## src/rtl/clk_trim_pkg.sv

```systemverilog
// Shared types for the clock trim controller.
// Assumes: used by every module of the clk_trim_sar hierarchy.
package clk_trim_pkg;

    // Sequencer state: idle, or waiting for/measuring a reference pulse
    typedef enum logic [0:0] {
        ST_IDLE    = 1'b0,
        ST_MEASURE = 1'b1
    } trim_state_e;

    // Outcome of comparing the measured count with the expected count
    typedef enum logic [1:0] {
        CMP_SLOW  = 2'd0,
        CMP_MATCH = 2'd1,
        CMP_FAST  = 2'd2
    } trim_cmp_e;

endpackage

```

## src/rtl/ref_edge_sync.sv

```systemverilog
// Synchronizes the asynchronous reference input and flags its edges.
// Assumes: ref_i may change at any time; the level is then held for several
// clocks, so a rising and a falling edge never fall in the same cycle.
module ref_edge_sync #(
    parameter int STAGES = 2
) (
    input  logic clk,
    input  logic rst_n,
    input  logic ref_i,
    output logic level_o,
    output logic rise_o,
    output logic fall_o
);

    logic [STAGES-1:0] chain_q;
    logic              prev_q;

    // Capture chain: the first flop samples the pin, later flops settle it
    genvar g;
    generate
        for (g = 0; g < STAGES; g++) begin : g_stage
            if (g == 0) begin : g_first
                always_ff @(posedge clk) begin
                    if (!rst_n) chain_q[0] <= 1'b0;
                    else        chain_q[0] <= ref_i;
                end
            end else begin : g_next
                always_ff @(posedge clk) begin
                    if (!rst_n) chain_q[g] <= 1'b0;
                    else        chain_q[g] <= chain_q[g-1];
                end
            end
        end
    endgenerate

    // Delayed copy of the settled level, used for edge detection
    always_ff @(posedge clk) begin
        if (!rst_n) prev_q <= 1'b0;
        else        prev_q <= chain_q[STAGES-1];
    end

    // Edge decode from the settled level and its delayed copy
    always_comb begin
        level_o = chain_q[STAGES-1];
        rise_o  = level_o & ~prev_q;
        fall_o  = ~level_o & prev_q;
    end

endmodule

```

## src/rtl/width_meter.sv

```systemverilog
// Counts the high phase of the synchronized reference in prescaled units.
// Assumes: arm_i is held for the whole pass. Only a rising edge seen while
// armed opens a measurement. valid_o pulses on the closing falling edge, and
// count_o is then floor(high cycles / PRESCALE), saturating at full scale.
module width_meter #(
    parameter int PRESCALE = 4,
    parameter int CNT_W    = 11
) (
    input  logic             clk,
    input  logic             rst_n,
    input  logic             arm_i,
    input  logic             level_i,
    input  logic             rise_i,
    input  logic             fall_i,
    output logic             valid_o,
    output logic [CNT_W-1:0] count_o
);

    localparam int PRE_W = (PRESCALE > 1) ? $clog2(PRESCALE) : 1;
    localparam logic [PRE_W-1:0] PRE_LAST = PRE_W'(PRESCALE - 1);

    logic             open_q;
    logic [PRE_W-1:0] pre_q, pre_d, pre_base;
    logic [CNT_W-1:0] cnt_q, cnt_d, cnt_base;
    logic             tick;

    // Next prescaler and count; a rising edge restarts both from zero
    always_comb begin
        tick     = arm_i & (rise_i | (open_q & level_i));
        pre_base = rise_i ? '0 : pre_q;
        cnt_base = rise_i ? '0 : cnt_q;
        pre_d    = pre_q;
        cnt_d    = cnt_q;
        if (tick) begin
            if (pre_base == PRE_LAST) begin
                pre_d = '0;
                cnt_d = (&cnt_base) ? cnt_base : cnt_base + CNT_W'(1);
            end else begin
                pre_d = pre_base + PRE_W'(1);
                cnt_d = cnt_base;
            end
        end
    end

    // Measurement window and counter registers
    always_ff @(posedge clk) begin
        if (!rst_n) begin
            open_q <= 1'b0;
            pre_q  <= '0;
            cnt_q  <= '0;
        end else begin
            pre_q <= pre_d;
            cnt_q <= cnt_d;
            if (!arm_i || fall_i) open_q <= 1'b0;
            else if (rise_i)      open_q <= 1'b1;
        end
    end

    // Result is complete when the open window sees the falling edge
    always_comb begin
        valid_o = arm_i & open_q & fall_i;
        count_o = cnt_q;
    end

endmodule

```

## src/rtl/trim_stepper.sv

```systemverilog
// Computes the next trim code for one pass of the binary search.
// Assumes: iter_i counts passes from 1. The step is the mid-scale code
// shifted right by iter_i. Slow lowers the code, fast raises it, both saturating.
module trim_stepper
    import clk_trim_pkg::*;
#(
    parameter int TRIM_W = 8,
    parameter int ITER_W = 4
) (
    input  logic [TRIM_W-1:0] code_i,
    input  logic [ITER_W-1:0] iter_i,
    input  trim_cmp_e         cmp_i,
    output logic [TRIM_W-1:0] code_o
);

    localparam logic [TRIM_W-1:0] MID = TRIM_W'(1) << (TRIM_W - 1);

    logic [TRIM_W-1:0] step;
    logic [TRIM_W:0]   up_sum;

    // Halving step and saturating add or subtract
    always_comb begin
        step   = MID >> iter_i;
        up_sum = {1'b0, code_i} + {1'b0, step};
        case (cmp_i)
            CMP_SLOW: code_o = (code_i < step) ? '0 : code_i - step;
            CMP_FAST: code_o = up_sum[TRIM_W] ? '1 : up_sum[TRIM_W-1:0];
            default:  code_o = code_i;
        endcase
    end

endmodule

```

## src/rtl/clk_trim_sar.sv

```systemverilog
// Top of the clock trim controller: sequences eight measure-and-adjust passes.
// Assumes: start_i is synchronous to clk. ref_i is asynchronous, with phases
// several clocks long. The expected count corresponds to the target bus clock.
module clk_trim_sar
    import clk_trim_pkg::*;
#(
    parameter int TRIM_W   = 8,
    parameter int PRESCALE = 4,
    parameter int EXPECTED = 500,
    parameter int ITERS    = 8,
    parameter int SYNC_STG = 2
) (
    input  logic              clk,
    input  logic              rst_n,
    input  logic              start_i,
    input  logic              ref_i,
    output logic [TRIM_W-1:0] trim_o,
    output logic              done_o,
    output logic              store_we_o,
    output logic [TRIM_W-1:0] store_data_o
);

    localparam int CNT_W = $clog2(EXPECTED + 1) + 2;
    localparam int ITER_W = $clog2(ITERS + 1);
    localparam logic [TRIM_W-1:0] MID = TRIM_W'(1) << (TRIM_W - 1);
    localparam logic [CNT_W-1:0] EXP_CNT = CNT_W'(EXPECTED);
    localparam logic [ITER_W-1:0] LAST_ITER = ITER_W'(ITERS);

    trim_state_e       state_q;
    logic [TRIM_W-1:0] trim_q, trim_next;
    logic [ITER_W-1:0] iter_q;
    logic              done_q, we_q;
    logic [TRIM_W-1:0] data_q;
    logic              ref_level, ref_rise, ref_fall;
    logic              meas_valid;
    logic [CNT_W-1:0]  meas_count;
    trim_cmp_e         cmp;

    ref_edge_sync #(
        .STAGES (SYNC_STG)
    ) u_sync (
        .clk     (clk),
        .rst_n   (rst_n),
        .ref_i   (ref_i),
        .level_o (ref_level),
        .rise_o  (ref_rise),
        .fall_o  (ref_fall)
    );

    width_meter #(
        .PRESCALE (PRESCALE),
        .CNT_W    (CNT_W)
    ) u_meter (
        .clk     (clk),
        .rst_n   (rst_n),
        .arm_i   (state_q == ST_MEASURE),
        .level_i (ref_level),
        .rise_i  (ref_rise),
        .fall_i  (ref_fall),
        .valid_o (meas_valid),
        .count_o (meas_count)
    );

    // Classify the finished measurement against the expected count
    always_comb begin
        if (meas_count < EXP_CNT)      cmp = CMP_SLOW;
        else if (meas_count > EXP_CNT) cmp = CMP_FAST;
        else                           cmp = CMP_MATCH;
    end

    trim_stepper #(
        .TRIM_W (TRIM_W),
        .ITER_W (ITER_W)
    ) u_step (
        .code_i (trim_q),
        .iter_i (iter_q),
        .cmp_i  (cmp),
        .code_o (trim_next)
    );

    // Sequencer: launch, apply each pass, finish with the store strobe
    always_ff @(posedge clk) begin
        if (!rst_n) begin
            state_q <= ST_IDLE;
            trim_q  <= MID;
            iter_q  <= ITER_W'(1);
            done_q  <= 1'b0;
            we_q    <= 1'b0;
            data_q  <= '0;
        end else begin
            we_q <= 1'b0;
            case (state_q)
                ST_IDLE: begin
                    if (start_i) begin
                        trim_q  <= MID;
                        iter_q  <= ITER_W'(1);
                        done_q  <= 1'b0;
                        state_q <= ST_MEASURE;
                    end
                end
                default: begin
                    if (meas_valid) begin
                        trim_q <= trim_next;
                        if (iter_q == LAST_ITER) begin
                            done_q  <= 1'b1;
                            we_q    <= 1'b1;
                            data_q  <= trim_next;
                            state_q <= ST_IDLE;
                        end else begin
                            iter_q <= iter_q + ITER_W'(1);
                        end
                    end
                end
            endcase
        end
    end

    // Output drive from the sequencer registers
    always_comb begin
        trim_o       = trim_q;
        done_o       = done_q;
        store_we_o   = we_q;
        store_data_o = data_q;
    end

endmodule

```

## config.mk

```make
export PLATFORM = sky130hd
export DESIGN_NAME = clk_trim_sar
export DESIGN_NICKNAME = d
export VERILOG_FILES = /design/src/rtl/clk_trim_pkg.sv /design/src/rtl/ref_edge_sync.sv /design/src/rtl/width_meter.sv /design/src/rtl/trim_stepper.sv /design/src/rtl/clk_trim_sar.sv
export SDC_FILE = /design/constraint.sdc
export NUM_CORES = 1
export LEC_CHECK = 0
export BUFFER_PORTS_ARGS = -buffer_cell sky130_fd_sc_hd__buf_4
export CORE_MARGIN = 3
export CORE_UTILIZATION = 25
export CTS_CLUSTER_SIZE = 14
export DETAILED_ROUTE_END_ITERATION = 8
export MAX_ROUTING_LAYER = met4
export REMOVE_ABC_BUFFERS = 1
export SYNTH_ARGS = -nofsm -noshare
export SYNTH_HDL_FRONTEND = slang
export SYNTH_HIERARCHICAL = 1
export SYNTH_SLANG_ARGS = --single-unit
```

## constraint.sdc

```tcl
create_clock -name clk -period 7.92 [get_ports clk]
set_clock_uncertainty 0.1 [all_clocks]
set_input_delay 0.792 -clock clk [delete_from_list [all_inputs] [get_ports clk]]
set_output_delay 0.792 -clock clk [all_outputs]
set_load 0.01 [all_outputs]
```

# Word-level counts from Yosys, hierarchy flattened
# Cells that the tools add are included.
# W data, S select, Z words.
[word_totals] regBits=40 out_inout_bits=18
[op_classes] n_addsub=5 magnitude_cmp=3 eq_ne=6 shifts=1 muxes=26 bitwise=10 n_reduce_logical=11
[op_table] cell="$mux W8" n=5
[op_table] cell="$mux W11" n=3
[op_table] cell="$mux W4" n=4
[op_table] cell="$pmux W8 S2" n=1
[op_table] cell="$reduce_and A3 Y1" n=4
[op_table] cell="$add A11 B1 Y11 const B" n=1
[op_table] cell="$gt A11 B9 Y1 const B" n=1
[op_table] cell="$lt A11 B9 Y1 const B" n=1
[op_table] cell="$reduce_and A11 Y1" n=1
[op_table] cell="$add A8 B8 Y9" n=1
[op_table] cell="$mux W1" n=9
[op_table] cell="$lt A8 B8 Y1" n=1
[op_table] cell="$mux W2" n=4
[op_table] cell="$shr A8 B4 Y8 const A" n=1
[op_table] cell="$sub A8 B8 Y8" n=1
[op_table] cell="$and A1 B1 Y1" n=6
[op_table] cell="$add A4 B1 Y4 const B" n=1
[op_table] cell="$eq A2 B2 Y1 const B" n=2
[op_table] cell="$eq A4 B4 Y1 const B" n=1
[op_table] cell="$ne A2 B1 Y1 const B" n=2
[op_table] cell="$not A1 Y1" n=3
[op_table] cell="$add A2 B1 Y2 const B" n=1
[op_table] cell="$logic_not A2 Y1" n=1
[op_table] cell="$ne A2 B2 Y1 const B" n=1
[op_table] cell="6 further kinds" n=6

# Longest topological paths before layout
# Gate-level depths: netlist (run 1).
[logic_depth] ltp_word=7 ltp_mapped=13

# Cells and area by module
# Netlist (run 1), hierarchy kept.
[by_module_without_submodules] module="clk_trim_sar" instances=1 cells_per_inst=118 area_each_um2=1048.5 seq_area_each_um2=460.4
[by_module_without_submodules] module="trim_stepper" instances=1 cells_per_inst=143 area_each_um2=1009.7 seq_area_each_um2=0.0
[by_module_without_submodules] module="width_meter" instances=1 cells_per_inst=101 area_each_um2=904.6 seq_area_each_um2=280.3
[by_module_without_submodules] module="ref_edge_sync" instances=1 cells_per_inst=8 area_each_um2=91.3 seq_area_each_um2=60.1

# Worst setup path after synthesis (run 1)
# Ideal clock, no wire load.
[synth_path] path_type="reg2reg" from="register iter_q[0]" to="register trim_q[4] (netlist: trim_o[4])" setup_time_ns=0.118 t_arrival_ns=2.529 t_required_ns=7.702 setup_slack_ns=5.173 stages_incl_launch_ff=13 n_path_buf=0 period_less_slack_ns=2.747 path_cell_list="dfxtp_1 -> nor2b_1 -> nand2_1 -> ha_1 -> nor2b_4 -> o31a_1 -> o211a_1 -> o21ai_4 -> a211o_2 -> nand3_1 -> mux2_2 -> a21oi_1 -> nor2_1"
[synth_via] elab_chain_len=6
[synth_rtl] element="start: declaration" line="clk_trim_sar.sv:31" rtl="logic [ITER_W-1:0] iter_q;"
[synth_rtl] element="start signal: assignment" line="clk_trim_sar.sv:110" rtl="iter_q <= iter_q + ITER_W'(1);"
[synth_rtl] element="$shr A8 B4 Y8 *" line="trim_stepper.sv:23" rtl="step = MID >> iter_i;"
[synth_rtl] element="$add A8 B8 Y9, or another cell as far along" line="trim_stepper.sv:24" rtl="up_sum = {1'b0, code_i} + {1'b0, step};"
[synth_rtl] element="$mux W8 (on tied branches)" line="trim_stepper.sv:27, trim_stepper.sv:26"
[synth_rtl] element="$pmux W8 S2 *" line="trim_stepper.sv:25" rtl="case (cmp_i)"
[synth_rtl] element="named net trim_next[4]" line="clk_trim_sar.sv:30" rtl="logic [TRIM_W-1:0] trim_q, trim_next;"
[synth_rtl] element="$mux W8 *" line="clk_trim_sar.sv:102" rtl="if (meas_valid) begin"
[synth_rtl] element="$mux W8 *" line="clk_trim_sar.sv:92" rtl="case (state_q)"
[synth_rtl] element="end signal: assignment" line="clk_trim_sar.sv:103" rtl="trim_q <= trim_next;"
[synth_rtl] element="end: declaration" line="clk_trim_sar.sv:30"
# The timed path passes the listed nets; every way through them passes the cells marked *. The select of a mux whose other input is x is not followed.
# A chain may end at the register's enable or synchronous reset.

# Final worst setup path (run 1)
# Ends and elaborated chain as after synthesis.

==> flow_metrics.py, run 1 <==
metrics = {
    "job": {
        "timing.max_cap.violations": 0,
    },
    "power": {
        "clkPwrFrac": 0.461,
        "max-vdd-ir-drop_v": 0.0000862,
        "powerDensity_mw_per_mm2": 118,
        "cell_internal_pwr_mw": 0.321,
        "p_switching_mw": 0.0877,
        "power.switching_fraction": 0.214,
        "power.leakage_nw": 1.40,
        "p_seq_frac": 0.503,
        "share_comb_of_total_power": 0.036,
    },
    "route": {
        "viasPerCell": 5.11,
        "wl_mm": 7.57,
        "wl_per_cell_um": 14.3,
        "drt_iter0_markers": 210,
        "final_antenna_net_count": 0,
        "vias": 2701,
        "dr.pass1.iters": 4,
        "drc": 0,
    },
    "sta": {
        "whs_ns": 0.330,
        "slew_headroom": 0.423,
        "final_hold_viol_count": 0,
        "worstMarginPinSlew_ns": 0.864,
        "rsz0062_at_grt": "no",
        "post-route-period-util": 0.386,
        "drv_slew": 0,
        "min_period_ns": 3.06,
        "timing.setup.tns_ns": 0,
        "setup_violations": 0,
        "clock.fmax_ghz": 0.327,
        "worst_slack_ns": 4.86,
    },
    "floorplan": {
        "dieHeight_um": 117,
        "die_area_mm2": 0.0136,
        "num_io_pins": 22,
        "die_x_um": 117,
        "core-area_mm2": 0.0117,
        "rows": 39,
        "start_util": 0.262,
    },
    "global_route": {
        "gr-total-overflow": 0,
        "grt_pass1_vias": 2593,
        "track_usage": 0.119,
        "grt_max_degree": 37,
        "grt_antenna_before_repair": 0,
        "grt_pass1_wl_mm": 13.0,
    },
    "worst_setup_path": {
        "end_kind": "flip-flop",
        "crit_fanout": 12,
        "worst-r2r-setup-slack_ns": 4.86,
        "crit_type": "flip-flop to flip-flop",
        "cp.arrival_ns": 3.12,
        "startpoint_type": "flip-flop",
        "r2r_cells": 12,
        "cp.required_ns": 7.98,
    },
    "final_layout": {
        "final_nets": 415,
        "area_growth_syn_to_layout_pct": 13.4,
        "finalNonFillerCells": 529,
        "n_antenna_cell": 0,
        "final_area_mm2": 0.00346,
        "drive_gt1_frac": 0.163,
        "fillers": 1214,
    },
    "cts": {
        "postCtsSetupBuffers": 0,
        "clkTransAtPathRegs_ns": 0.06,
        "cts_tree": "built",
        "cts_buffers": 5,
        "ctsResizeCount": 0,
        "ctsHtreeMaxLevel": 2,
        "clockBufferDepth": 2,
        "cts_root_buffer": "clkbuf_16",
        "clock-sinks": 40,
        "cts_hold_buf": 0,
        "clk_latency_ns": 0.27,
    },
    "yosys": {
        "synth_top_area_cell": "dfxtp_1",
        "yosysSeqAreaShare": 0.262,
        "syn_area_mm2": 0.00305,
        "yosysUniqueCellTypes": 81,
        "ys_ff_latch": 40,
        "netlist.area_leader.share": 0.262,
        "syn_area_per_cell_um2": 8.25,
        "async_reset_ff_frac": 0,
        "synth_edf_count": 0,
        "synth_ff_type": "dfxtp_1",
        "postSynthCellCount": 370,
        "synth_area_leaders": "dfxtp_1, ha_1, nand2_1, mux2i_1, nor2b_1",
        "yosys_warnings": 6,
    },
    "place": {
        "place_area_mm2": 0.00333,
        "dp_hpwl_mm": 5.80,
        "gp_congestion": 0.823,
        "place_inst": 522,
        "portBuffers": 21,
        "place_ws_ns": 4.91,
    },
    "status": {
        "outcome": "finished, final reports clean",
    },
    "min_path": {
        "hold_path_class": "flip-flop to flip-flop",
        "whs_path_depth": 1,
    },
}
## routing by layer
metal	track usage	vias to the layer above	part of all wire
li1	-	1364	-
met1	0.165	1286	0.51
met2	0.189	45	0.45
met3	0.0212	6	0.032
met4	0.0130	0	0.0053
met5	-	-	0
## layout make-up
cell class | instances | area [µm²] | share of cell area
multi-input combinational | 297 | 2110 | 0.608
sequential | 40 | 801 | 0.231
tap | 143 | 179 | 0.0516
timing repair buffer | 23 | 173 | 0.0498
clock buffer | 6 | 129 | 0.0372
inverter | 19 | 71.3 | 0.0206
clock inverter | 1 | 5.00 | 0.00144
## power by group through the flow
stage	sequential (mW)	combinational (mW)	clock (mW)
after floorplan	0.209	0.00763	0
after global placement	0.210	0.0145	0
after detailed placement	0.210	0.0147	0
after CTS	0.205	0.0148	0.195
after global routing	0.206	0.0164	0.205
final	0.206	0.0147	0.189
## worst max-delay path, stage by stage (launching register included)
cell	delay, ns
dfxtp_1	0.52
nor2b_1	0.22
nand2_1	0.10
ha_1	0.37
nor2b_4	0.16
o31a_1	0.28
o211a_1	0.26
o21ai_4	0.24
a211o_2	0.15
nand3_1	0.08
mux2_2	0.27
a21oi_1	0.14
nor2_1	0.05
## cell families (layout without fill, tap and decap cells)
group           count (synthesis)  after routing  share of synthesized area
compound gates                 81             81                      0.187
xor+xnor                        7              7                     0.0201
fa+ha+maj                      25             25                      0.107
buf+inv                        33             49                     0.0479
flops                          40             40                      0.262
mux                            17             17                     0.0590
simple gates                  167            167                      0.316
## cell usage after synthesis (5+ instances only)
master and number:
nand2_1 42, dfxtp_1 40, nor2_1 24, ha_1 23
o21ai_0 18, inv_1 17, a21oi_1 16, nor2b_1 16
nand3_1 15, mux2i_1 12, nor3_1 10, o211ai_1 10
nand2b_1 8, xnor2_1 7, buf_2 6, and3_1 5
clkbuf_1 5, nand3b_1 5
## worst paths after layout
kind                          start             end
setup reg to reg          iter_q[0]       trim_o[4]
hold reg to reg   u_sync/chain_q[0]  u_sync/level_o
hold / removal    u_sync/chain_q[0]  u_sync/level_o
setup / recovery          iter_q[0]       trim_o[4]
## stage by stage
step                       util  power, mW
after floorplan               -      0.217
after global placement    0.286      0.224
after detailed placement  0.286      0.225
after CTS                 0.297      0.415
after global routing      0.297      0.427
final                     0.297      0.409
## placed cells by master (no fill, tap or decap), types with 4 or more instances in the layout
master     netlist  routed
nand2_1         42      42
dfxtp_1         40      40
nor2_1          24      24
ha_1            23      23
buf_4            1      23
o21ai_0         18      18
inv_1           17      17
a21oi_1         16      16
nor2b_1         16      16
nand3_1         15      15
mux2i_1         12      12
nor3_1          10      10
o211ai_1        10      10
nand2b_1         8       8
xnor2_1          7       7
and3_1           5       5
nand3b_1         5       5
clkbuf_16        0       5
mux2_2           4       4
and2_1           4       4
nand4_1          4       4
a22oi_1          4       4
## state kept, by name, summed over array words and instances (netlist names)
register	flops
trim_o	8
u_meter/pre_q	2
u_meter/count_o	11
u_meter/open_q	1
u_sync/chain_q	1
u_sync/level_o	1
u_sync/prev_q	1
iter_q	4
state_q	1
done_o	1
store_we_o	1
store_data_o	8
No activity file was read; power rests on OpenSTA's default activity.
==> run 2, diff against run 1 <==
clock period = 2.71 ns   (was 7.92 ns; I/O delays follow)
==> flow_metrics.py, run 2 (synthesis gave the netlist of run 1 again) <==
metrics = {
    "final_layout": {
        "area_growth_syn_to_layout_pct": 32.9,
        "layout_commonest_cell": "buf_4",
        "layout_common_cells": "buf_4, nand2_1, dfxtp_1",
        "final_nets": 461,
        "largest_reg_flops": 11,
        "finalNonFillerCells": 575,
        "n_antenna_cell": 0,
        "fin_util": 0.348,
        "drive_gt1_frac": 0.345,
    },
    "cts": {
        "cts_tree": "built",
        "cts_root_buffer": "clkbuf_16",
        "ctsHtreeMaxLevel": 2,
        "clkTransAtPathRegs_ns": 0.06,
        "clock-sinks": 40,
        "clockBufferDepth": 2,
        "clk_latency_ns": 0.28,
        "cts_buffers": 5,
    },
    "floorplan": {
        "core-area_mm2": 0.0117,
        "start_util": 0.262,
        "num_io_pins": 22,
        "die_x_um": 117,
        "dieHeight_um": 117,
        "rows": 39,
        "die_area_mm2": 0.0136,
    },
    "power": {
        "powerDensity_mw_per_mm2": 309,
        "max-vdd-ir-drop_v": 0.000240,
        "power.leakage_nw": 1.68,
    },
    "worst_setup_path": {
        "end_kind": "flip-flop",
        "startpoint_type": "flip-flop",
        "cp.arrival_ns": 2.77,
        "crit_fanout": 5,
        "cp.required_ns": 2.77,
        "crit_type": "flip-flop to flip-flop",
    },
    "place": {
        "dp_hpwl_mm": 6.03,
        "portBuffers": 21,
        "place_inst": 559,
        "gp_congestion": 0.977,
    },
    "sta": {
        "rsz0062_at_grt": "yes",
        "clock.fmax_ghz": 0.370,
        "min_period_ns": 2.70,
        "setup_violations": 0,
        "slew_headroom": 0.613,
        "whs_ns": 0.0920,
        "post-route-period-util": 0.997,
        "final_hold_viol_count": 0,
        "worstMarginPinSlew_ns": 0.565,
        "timing.setup.tns_ns": 0,
        "drv_slew": 0,
    },
    "route": {
        "dr.pass1.iters": 5,
        "vias": 2950,
        "drt_iter0_markers": 170,
        "wl_mm": 8.66,
        "drc": 0,
        "final_antenna_net_count": 0,
        "wl_per_cell_um": 15.1,
        "viasPerCell": 5.13,
    },
    "global_route": {
        "track_usage": 0.131,
        "grt_pass1_wl_mm": 14.0,
        "grt_pass1_vias": 2853,
        "gr-total-overflow": 0,
        "grt_antenna_before_repair": 0,
        "grt_max_degree": 37,
    },
    "job": {
        "timing.max_cap.violations": 0,
    },
    "status": {
        "outcome": "finished, final reports clean",
    },
    "min_path": {
        "hold_path_class": "input port to flip-flop",
    },
}
-- run 2: cell count changes in the layout (fill, tap and decap cells not counted), sizes merged --
| cell | previous run | this run |
|---|---|---|
| clkbuf | 6 | 7 |
| buf | 23 | 69 |
| clkinv | 2 | 1 |
-- run 2: worst paths after layout --
kind | to | slack (ns) | startpoint | depth (start not counted)
worst min register to register | u_sync/level_o | 0.34 | u_sync/chain_q[0] | 1
worst min-delay path | u_sync/chain_q[0] | 0.09 | ref_i | 2
worst max-delay path | trim_o[4] | 0.008 | iter_q[2] | 13
worst max register to register | trim_o[4] | 0.008 | iter_q[2] | 13
-- run 2: area by class of cell --
class	count	area, µm²
sequential	40	815
inverter	19	73.8
timing repair buffer	69	529
clock buffer	7	153
tap	143	179
multi-input combinational	297	2310
fill	1167	7600
-- run 2: layer usage --
metal | vias to the layer above | global-route usage | share of wire
li1 | 1450 | - | -
met1 | 1403 | 0.178 | 0.47
met2 | 83 | 0.201 | 0.47
met3 | 14 | 0.0238 | 0.044
met4 | 0 | 0.0321 | 0.015
met5 | - | - | 0
-- run 2: critical path: stages, from the launching register on --
cell	delay, ns
dfxtp_4	0.39
nor2b_4	0.20
nand2_2	0.10
inv_4	0.09
fa_2	0.24
nor2b_4	0.05
o31a_1	0.27
o211a_1	0.27
o21ai_4	0.21
a211o_2	0.16
nand3_2	0.08
mux2_4	0.27
a21oi_2	0.11
nor2_1	0.04
-- run 2: power breakdown --
part	total (mW)	switching, mW	internal [mW]	leakage (nW)
combinational	0.0517	0.0377	0.0139	1.28
clock	0.610	0.224	0.386	0.0760
sequential	0.591	0.00218	0.589	0.326
total	1.25	0.264	0.989	1.68
-- run 2: stage by stage --
| stage | total power [mW] | cell area (µm²) | setup slack, ns |
|---|---|---|---|
| after detailed placement | 0.658 | 3610 | -0.193 |
| after global routing | 1.30 | 4060 | -0.101 |
| after global placement | 0.657 | 3610 | -0.100 |
| after floorplan | 0.634 | 2980 | -0.0376 |
| final | 1.25 | 4060 | 0.00752 |
| after CTS | 1.27 | 3950 | -0.0212 |
-- run 2: what timing repair did --
| item | in CTS | in global routing |
|---|---|---|
| pin swaps | 12 | 12 |
| endpoints found under the setup margin | 11 | 16 |
| buffers inserted | 6 | 5 |
| hold endpoints to repair | 0 | 0 |
| hold buffers | 0 | 0 |
| gates resized for setup | 37 | 28 |
==> run 3, diff against run 2 <==
SYNTH_HIERARCHICAL = default   (was 1)
==> flow_metrics.py, run 3 <==
metrics = {
    "global_route": {
        "gr-total-overflow": 0,
        "grt_pass1_vias": 2651,
        "track_usage": 0.126,
        "grt_max_degree": 20,
        "grt_pass1_wl_mm": 12.9,
        "grt_antenna_before_repair": 0,
    },
    "worst_setup_path": {
        "worst-r2r-setup-slack_ns": -0.006,
        "startpoint_type": "flip-flop",
        "crit_fanout": 3,
        "cp.required_ns": 2.80,
        "end_kind": "flip-flop",
        "crit_type": "flip-flop to flip-flop",
        "r2r-start": "iter_q[1]",
        "r2r_cells": 12,
        "cp.arrival_ns": 2.81,
        "r2r_end": "store_data_o[6]",
    },
    "min_path": {
        "whs_path_depth": 2,
        "min_to": "state_q",
        "hold_path_class": "input port to flip-flop",
        "holdCritStartpoint": "start_i",
    },
    "sta": {
        "clock.fmax_ghz": 0.368,
        "whs_ns": 0.0865,
        "post-route-period-util": 1.00,
        "drv_slew": 0,
        "worstMarginPinSlew_ns": 0.683,
        "worst_slack_ns": -0.00575,
        "slew_headroom": 0.543,
        "setup_violations": 1,
        "final_hold_viol_count": 0,
        "timing.setup.tns_ns": -0.00575,
        "rsz0062_at_grt": "yes",
        "min_period_ns": 2.72,
    },
    "yosys": {
        "yosys_warnings": 0,
        "ys_ff_latch": 40,
        "synth_area_leaders": "dfxtp_1, ha_1, nand2_1, nor2_1, a21oi_1",
        "syn_area_per_cell_um2": 8.02,
        "ys_top_cells_by_count": "dfxtp_1, nand2_1, nor2_1",
        "synth_edf_count": 0,
        "yosysSeqAreaShare": 0.286,
        "netlist.area_leader.share": 0.286,
        "async_reset_ff_frac": 0,
        "syn_area_mm2": 0.00280,
        "postSynthCellCount": 349,
        "synth_ff_type": "dfxtp_1",
        "synth_top_area_cell": "dfxtp_1",
        "synth.most_common_cell": "dfxtp_1",
        "yosysUniqueCellTypes": 64,
    },
    "power": {
        "powerDensity_mw_per_mm2": 297,
        "power.leakage_nw": 1.49,
        "share_comb_of_total_power": 0.085,
        "cell_internal_pwr_mw": 0.836,
        "power_mw": 1.11,
        "clkPwrFrac": 0.380,
        "p_seq_frac": 0.536,
        "power.switching_fraction": 0.248,
        "max-vdd-ir-drop_v": 0.000165,
        "p_switching_mw": 0.276,
    },
    "route": {
        "drc": 0,
        "dr.pass1.iters": 4,
        "wl_mm": 7.81,
        "drt_iter0_markers": 125,
        "viasPerCell": 4.97,
        "final_antenna_net_count": 0,
        "vias": 2726,
        "wl_per_cell_um": 14.2,
    },
    "final_layout": {
        "layout_commonest_cell": "buf_4",
        "finalNonFillerCells": 549,
        "final_nets": 439,
        "area_growth_syn_to_layout_pct": 33.8,
        "n_antenna_cell": 0,
        "layout_common_cells": "buf_4, dfxtp_1, nand2_1",
        "drive_gt1_frac": 0.281,
        "largest_reg_flops": 11,
    },
    "place": {
        "place_ws_ns": -0.185,
        "place_inst": 535,
        "dp_hpwl_mm": 5.98,
        "gp_congestion": 0.921,
        "portBuffers": 21,
    },
    "cts": {
        "cts_root_buffer": "clkbuf_8",
        "clk_latency_ns": 0.29,
        "clockBufferDepth": 2,
        "clkTransAtPathRegs_ns": 0.08,
        "ctsHtreeMaxLevel": 2,
        "cts_hold_buf": 0,
        "clock-sinks": 40,
        "cts_tree": "built",
        "cts_buffers": 5,
    },
    "status": {
        "failed_checks": "setup timing",
        "outcome": "finished, violations left",
    },
    "floorplan": {
        "die_area_mm2": 0.0125,
        "dieHeight_um": 112,
        "start_util": 0.257,
        "core-area_mm2": 0.0109,
        "num_io_pins": 22,
        "rows": 38,
        "die_x_um": 112,
    },
    "job": {
        "timing.max_cap.violations": 0,
    },
}
==> run 3: per-layer routing <==
layer	routed length, µm	global-route usage	part of all wire
met4	103	0.0268	0.013
met5	0	-	0
met2	3640	0.203	0.47
met1	3710	0.165	0.47
met3	359	0.0223	0.046
==> run 3: power groups by stage <==
stage          combinational [mW]  sequential [mW]  clock, mW
6_report                   0.0941            0.596      0.422
5_1_grt                     0.104            0.597      0.455
4_1_cts                    0.0848            0.597      0.430
3_5_place_dp               0.0816            0.611          0
3_3_place_gp               0.0809            0.611          0
2_1_floorplan              0.0503            0.610          0
==> run 3: final cells by class <==
class / count / area, µm²
clock buffer: 6 / 82.6
fill: 1098 / 7140
sequential: 40 / 810
tap: 140 / 175
inverter: 22 / 86.3
timing repair buffer: 59 / 447
clock inverter: 2 / 15.0
multi-input combinational: 280 / 2130
==> run 3: kinds of logic (layout without fill, tap and decap cells) <==
group           Yosys count  in the layout  synth area share
flops                    40             40             0.286
buf+inv                  29             89            0.0429
fa+ha+maj                27             27             0.126
simple gates            136            136             0.236
compound gates          101            101             0.256
xor+xnor                 12             12            0.0375
mux                       4              4            0.0147
==> run 3: what timing repair did <==
action	CTS	global route
buffers inserted	2	4
pin swaps	10	18
gates resized for setup	20	36
endpoints found under the setup margin	16	16
==> run 3: through the flow <==
stage	cell area, µm²	utilization
floorplan	2760	-
detailed placement	3340	0.306
global route	3750	0.344
finish	3750	0.344
CTS	3550	0.326
global placement	3340	0.306
==> run 3: critical path: stages (launching register included) <==
cell	delay, ns
dfxtp_4	0.37
ha_4	0.17
ha_4	0.15
nor2b_4	0.14
ha_4	0.17
fa_2	0.34
nand2b_1	0.11
a211oi_2	0.10
buf_4	0.15
nor3b_1	0.18
o21bai_1	0.13
a221o_1	0.31
a22o_1	0.20
==> run 3: worst max-delay path by stage <==
stage / start / end / slack (ns)
floorplan: iter_q[0] / trim_o[4] / -0.01
global placement: iter_q[1] / store_data_o[6] / -0.12
detailed placement: iter_q[1] / store_data_o[6] / -0.18
CTS: iter_q[1] / trim_o[2] / -0.03
global route: iter_q[0] / trim_o[0] / -0.11
finish: iter_q[1] / store_data_o[6] / -0.006
